--- src/rtl/burst_phase_picker.sv ---
module burst_phase_picker #(
  parameter int PAT_W  = 16,
  parameter int BYTE_W = 8
) (
  input  logic              clk,
  input  logic              rst,
  input  logic [1:0]        samp_pair,
  input  logic [PAT_W-1:0]  delim_cfg,
  input  logic [PAT_W-1:0]  comma_cfg,
  input  logic              bypass,
  output logic [BYTE_W-1:0] rx_byte,
  output logic              rx_valid,
  output logic              burst_start,
  output logic              burst_end
);
  localparam int FILL_W = $clog2(PAT_W + 1);
  localparam int CNT_W  = $clog2(BYTE_W);

  logic [PAT_W-1:0]  sh_e, sh_o, nx_e, nx_o, win, delim_q, comma_q;
  logic [FILL_W-1:0] fill;
  logic [CNT_W-1:0]  cnt;
  logic              locked, sel, have;
  logic              full, hit_e, hit_o, edge_b, is_comma;

  assign nx_e     = {sh_e[PAT_W-2:0], samp_pair[0]};
  assign nx_o     = {sh_o[PAT_W-2:0], samp_pair[1]};
  assign full     = fill >= FILL_W'(PAT_W - 1);
  assign hit_e    = !locked && full && (nx_e == delim_q);
  assign hit_o    = !locked && full && !bypass && (nx_o == delim_q);
  assign win      = sel ? nx_o : nx_e;
  assign edge_b   = locked && (cnt == CNT_W'(BYTE_W - 1));
  assign is_comma = edge_b && have && (win == comma_q);

  always_ff @(posedge clk) begin
    if (rst) begin
      sh_e        <= '0;
      sh_o        <= '0;
      delim_q     <= '0;
      comma_q     <= '0;
      fill        <= '0;
      cnt         <= '0;
      locked      <= 1'b0;
      sel         <= 1'b0;
      have        <= 1'b0;
      rx_byte     <= '0;
      rx_valid    <= 1'b0;
      burst_start <= 1'b0;
      burst_end   <= 1'b0;
    end else begin
      sh_e        <= nx_e;
      sh_o        <= nx_o;
      delim_q     <= delim_cfg;
      comma_q     <= comma_cfg;
      rx_valid    <= 1'b0;
      burst_start <= 1'b0;
      burst_end   <= 1'b0;
      if (!locked) begin
        if (fill < FILL_W'(PAT_W)) fill <= fill + 1'b1;
        if (hit_e || hit_o) begin
          locked      <= 1'b1;
          sel         <= !hit_e;
          cnt         <= '0;
          have        <= 1'b0;
          burst_start <= 1'b1;
        end
      end else begin
        cnt <= edge_b ? '0 : cnt + 1'b1;
        if (is_comma) begin
          locked    <= 1'b0;
          fill      <= '0;
          burst_end <= 1'b1;
        end else if (edge_b) begin
          have <= 1'b1;
          if (have) begin
            rx_byte  <= win[2*BYTE_W-1:BYTE_W];
            rx_valid <= 1'b1;
          end
        end
      end
    end
  end
endmodule

--- config.mk ---
export PLATFORM = sky130hd
export DESIGN_NAME = burst_phase_picker
export DESIGN_NICKNAME = d
export VERILOG_FILES = /design/src/rtl/burst_phase_picker.sv
export SDC_FILE = /design/constraint.sdc
export NUM_CORES = 1
export LEC_CHECK = 0
export ABC_CLOCK_PERIOD_IN_PS = 5500
export BUFFER_PORTS_ARGS = -buffer_cell sky130_fd_sc_hd__buf_2
export CORE_MARGIN = 3
export CORE_UTILIZATION = 58
export DETAILED_ROUTE_END_ITERATION = 10
export GPL_TIMING_DRIVEN = 0
export MAX_ROUTING_LAYER = met4
export PLACE_DENSITY = 0.81
export SLEW_MARGIN = 40
export SYNTH_ARGS = -nofsm -noshare
export SYNTH_HDL_FRONTEND = slang
export SYNTH_SLANG_ARGS = --single-unit
--- constraint.sdc ---
create_clock -name clk -period 5.5 [get_ports clk]
set_input_delay 1.1 -clock clk [delete_from_list [all_inputs] [get_ports clk]]
set_output_delay 1.1 -clock clk [all_outputs]
set_load 0.01 [all_outputs]
======== Word-level counts from Yosys, hierarchy flattened ========
Cells that the tools add are included.
storage, ports and cells
  register bits after elaboration ......... 84
  output and inout bits ................... 11
  input bits .............................. 37
  word-level logic and storage cells ...... 63
cells by class
  mux-type cells .......................... 16
  bitwise operators ....................... 3
  add/sub/neg operators ................... 2
  magnitude comparators ................... 2
  equality and inequality tests ........... 7
  reduce and logical (&&, ||, !) cells .... 20
operators by type and width
  cell                   number
  $eq A16 B16 Y1         3
  $mux W16               1
  $mux W5                3
  $mux W1                9
  $mux W3                3
  $logic_and A1 B1 Y1    7
  $add A5 B1 Y5 const B  1
  $ge A5 B4 Y1 const B   1
  $lt A5 B5 Y1 const B   1
  $ne A2 B1 Y1 const B   2
  $reduce_and A2 Y1      2
  $reduce_and A4 Y1      1
  $reduce_bool A2 Y1     2
  $reduce_or A2 Y1       2
  $reduce_or A4 Y1       1
  $add A3 B1 Y3 const B  1
  $eq A3 B3 Y1 const B   1
  $logic_not A1 Y1       3
  $not A1 Y1             3
  $reduce_and A3 Y1      1
  $ne A2 B2 Y1 const B   1
  $logic_or A1 B1 Y1     1

======== Longest topological paths before layout ========
  word-level depth ........................ 7
  depth in mapped cells ................... 10
  depth with buffers taken out ............ 7

======== Worst setup path before layout ========
Ideal clock, no wire load.
  kind .................................... input to register
  start ................................... input port samp_pair[1]
  end ..................................... register have
  arrival ................................. 2173 ps
  buffers on the path ..................... 2
  library setup time ...................... 129 ps
  data required time ...................... 5371 ps
  stages on the path ...................... 8
  slack ................................... 3199 ps
  path through ............................ mux2i_1 -> xnor2_1 -> nor4_1 -> nand4_1 -> buf_6 -> buf_8 -> o21ai_0 -> o31ai_1
between the ends
  word-level cells in the longest chain between the ends .. 5
  elaborated cells on any way between the ends .. 9
  classes of those cells .................. 3 x eq/ne; 1 x mux; 5 x reduce/logical
ends and longest elaborated chain
  what                                                                        line    RTL
  start, declared                                                             7       input logic [1:0] samp_pair,
  $mux W16 / $eq A16 B16 Y1 (equally long branches)                           30, 29
  $eq A16 B16 Y1 / $logic_and A1 B1 Y1 (equally long branches)                32, 29
  $logic_and A1 B1 Y1 / $logic_or A1 B1 Y1 (equally long branches)            32, 59
  $ne A2 B2 Y1 (no source line) / $reduce_bool A2 Y1 (equally long branches)  n/a
  $reduce_and A3 Y1 (no source line) (*)                                      n/a
  end signal, assigned                                                        44      have <= 1'b0;
  end signal, assigned                                                        63      have <= 1'b0;
  end signal, assigned                                                        73      have <= 1'b1;
  end, declared                                                               22      logic locked, sel, have;
Every way passes the cells marked *; elsewhere a longest branch is shown, timed or not.
A chain may end at the register's enable or synchronous reset.

======== Worst setup path in the final report ========
  start ................................... input port samp_pair[0]
  end ..................................... register burst_start
between the ends
  word-level cells in the longest chain between the ends .. 4
ends and longest elaborated chain
  what                  line  RTL
  $eq A16 B16 Y1        28    assign hit_e = !locked && full && (nx_e == delim_q);
  $logic_and A1 B1 Y1   28
  $logic_or A1 B1 Y1    59    if (hit_e || hit_o) begin
  $mux W1               59
  end signal, assigned  47    burst_start <= 1'b0;
  end signal, assigned  55    burst_start <= 1'b0;
  end signal, assigned  64    burst_start <= 1'b1;
  end, declared         13    output logic burst_start,
Every way passes these cells.

==> impl_metrics.yaml <==
floorplanning:
  start_util_pct: 62.0
  die-height_um: 81.3
  dieArea_sq_mm: 0.00661
  die_w_um: 81.3
  rows: 26
  coreArea_sq_mm: 0.00530
  ios: 48
timing:
  rsz0062_at_grt: "false"
  fin_setup_tns_ps: 0
  maxSlewViolCount: 0
  relSlewSlack_pct: 62.7
  tightest_slew_ps: 559
  hold_violations: 0
  setup_viol: 0
  max_freq_mhz: 409
  fin_crit_ps: 2450
  skew_ps: 10.7
  min_period_over_period_pct: 44.5
yosys:
  synth_fa_ha_area_share_pct: 1.52
  postSynthCellCount: 310
  ys.flop_type: "dfxtp_1"
  netlist.area_leader.share_pct: 51.1
  synth_warnings: 0
  synthMuxAreaShare_pct: 4.98
  yosys-top-cells-area: "dfxtp_1, xnor2_1, nor2b_1, mux2i_1, a311oi_1"
  synth_area_sq_mm: 0.00329
  synth_compound_gate_area_share_pct: 7.19
  synth-simple-area-share_pct: 18.5
  synth_top_family_by_area: "simple AND/OR/NAND/NOR gates"
  synth.most_common_cell: "dfxtp_1"
  ys_seq_elements: 84
  synth_common_cells: "dfxtp_1, nor2b_1, xnor2_1, mux2i_1, a21oi_1"
  synth_cell_types: 30
  synth_xor_area_share_pct: 13.1
  syn-num-nets: 351
  synth_top_cell_by_area: "dfxtp_1"
  async_reset_ff_share_pct: 0
  avgSynthCellArea_sq_um: 10.6
  synth_enable_flop_cells: 0
  yosysSeqAreaShare_pct: 51.1
finish:
  syn_to_final_growth_pct: 17.0
  n_antenna_cell: 0
  post_route_cells_drive_above_1_share_pct: 18.2
  nets: 409
  fillers: 404
  final_util_pct: 72.6
  seq_area_sq_mm: 0.00168
  multi_input_area_sq_mm: 0.00149
  fin_cells: 443
detailed_routing:
  vias: 2310
  firstDrtPassIters: 6
  postRouteAntennaNets: 0
  viasPerCell: 5.21
  drt-total-wl_um: 6810
  drc_errors: 0
  drt_first_iter_violations: 112
  wl_per_cell_um: 15.4
global_route:
  grt_max_degree: 14
  antenna_found_initial: 0
  grt_pass1_wl_um: 11100
  grt_pass1_vias: 2275
  grt_overflow: 0
  grt_usage_pct: 23.5
clocking:
  cts_sinks: 84
  ctsHoldBuffers: 0
  htreeDepth: 3
  cts_root_buf: "clkbuf_8"
  clock_latency_ps: 360
  post_cts_buffers: 0
  tritoncts: "done"
  clock_path_buffers: 2
  cts_resized: 0
  numCtsBuffers: 9
  cts.reportedPaths.clkPinSlew_ps: 80
hold_path:
  min_path_type: "register to register"
worst_setup_path:
  critical-path-max-stage-delay_ps: 470
  worstPathCellList: "buf_2, xnor2_1, nand4_1, nor4_1, a21oi_1, nor2b_1, nor2b_1"
  cp_max_fo: 7
  critical_path.top_delay_family: "simple AND/OR/NAND/NOR gates"
  start_kind: "input pin"
  slowest_stage: "nor2b_1"
  cp_num_buf_inv: 1
  cpMostUsedCell: "nor2b_1"
  worst_ep_arrival_time_ps: 2740
  crit_path_end_kind: "register"
  regToRegSetupSlack_ps: 3160
  worst_ep_required_time_ps: 5790
  crit_type: "input pin to register"
placement:
  numPlacedInstances: 427
  port_buffers: 47
  hpwl_um: 4970
  gp_congestion: 0.833
pwr:
  p_per_area_mw_per_mm2: 321
  p_leak_nw: 1.42
  ir_worst_vdd_uv: 188
outcome:
  status: "finished clean"
run:
  max_cap_violations: 0
## routing by layer
| layer | share of wire (%) | vias up | track usage, % |
|---|---|---|---|
| met3 | 5.1 | 9 | 7.76 |
| met5 | 0 | - | - |
| li1 | - | 1159 | - |
| met1 | 46 | 1081 | 29.5 |
| met4 | 1.5 | 0 | 6.08 |
| met2 | 47 | 61 | 36.5 |
## registers in the layout (all words and copies together) (netlist names)
register,flops
comma_q,16
delim_q,16
sh_e,15
sh_o,15
rx_byte,8
fill,5
cnt,3
burst_end,1
burst_start,1
have,1
locked,1
rx_valid,1
sel,1
## stage by stage
step / setup WS, ps / hold WS [ps] / power (mW) / area [sq um]
3_5_place_dp: 2670 / 469 / 0.743 / 3610
6_report: 3050 / 475 / 1.24 / 3850
4_1_cts: 3050 / 480 / 1.24 / 3850
2_1_floorplan: 3200 / 448 / 0.712 / 3290
3_3_place_gp: 2720 / 459 / 0.740 / 3610
5_1_grt: 2910 / 503 / 1.28 / 3850
## cells in the final DEF (no fill, tap or decap), drive strengths merged, types with 2 or more instances in the layout
| master | instances |
|---|---|
| nor2b | 64 |
| nor4 | 5 |
| o41ai | 3 |
| mux2i | 16 |
| o21ai | 6 |
| o32ai | 2 |
| xnor2 | 47 |
| a311oi | 8 |
| xor2 | 2 |
| buf | 51 |
| nand2 | 4 |
| ha | 4 |
| nor2 | 8 |
| nor3 | 4 |
| inv | 5 |
| bufinv | 2 |
| or4bb | 2 |
| nand4 | 9 |
| nand3 | 4 |
| dfxtp | 84 |
| clkbuf | 24 |
| a21oi | 12 |
## logic make-up after synthesis
kind of cell | Yosys count
xor+xnor | 49
simple gates | 102
buf+inv | 20
mux | 16
fa+ha+maj | 4
compound gates | 35
flops | 84
## report_power, final
group	leakage, nW	internal [mW]	switching (mW)
sequential	0.687	0.629	0.0183
clock	0.116	0.293	0.212
combinational	0.613	0.0429	0.0397
total	1.42	0.965	0.270
## cell type report
| cell class | instances | share of cell area [%] |
|---|---|---|
| flip-flops and latches | 84 | 43.7 |
| multi-input cells | 206 | 38.7 |
| repair buffers | 47 | 6.11 |
| clock buffers | 13 | 4.39 |
| plain buffers | 15 | 2.57 |
| well taps | 70 | 2.28 |
| clock inverters | 3 | 1.76 |
| inverters | 5 | 0.488 |
## final timing paths
check / start / endpoint / depth (start not counted)
hold reg to reg: cnt[2] / cnt[2] / 2
hold / removal: cnt[2] / cnt[2] / 2
setup / recovery: samp_pair[0] / burst_start / 7
setup reg to reg: sel / locked / 8
## tightest hold or removal path: cells and delay by family (launching register included)
family          cells  cell delay (ps)
compound gates      1               60
flops               1              320
buf+inv             1               50
No activity file was read; power rests on OpenSTA's default activity.
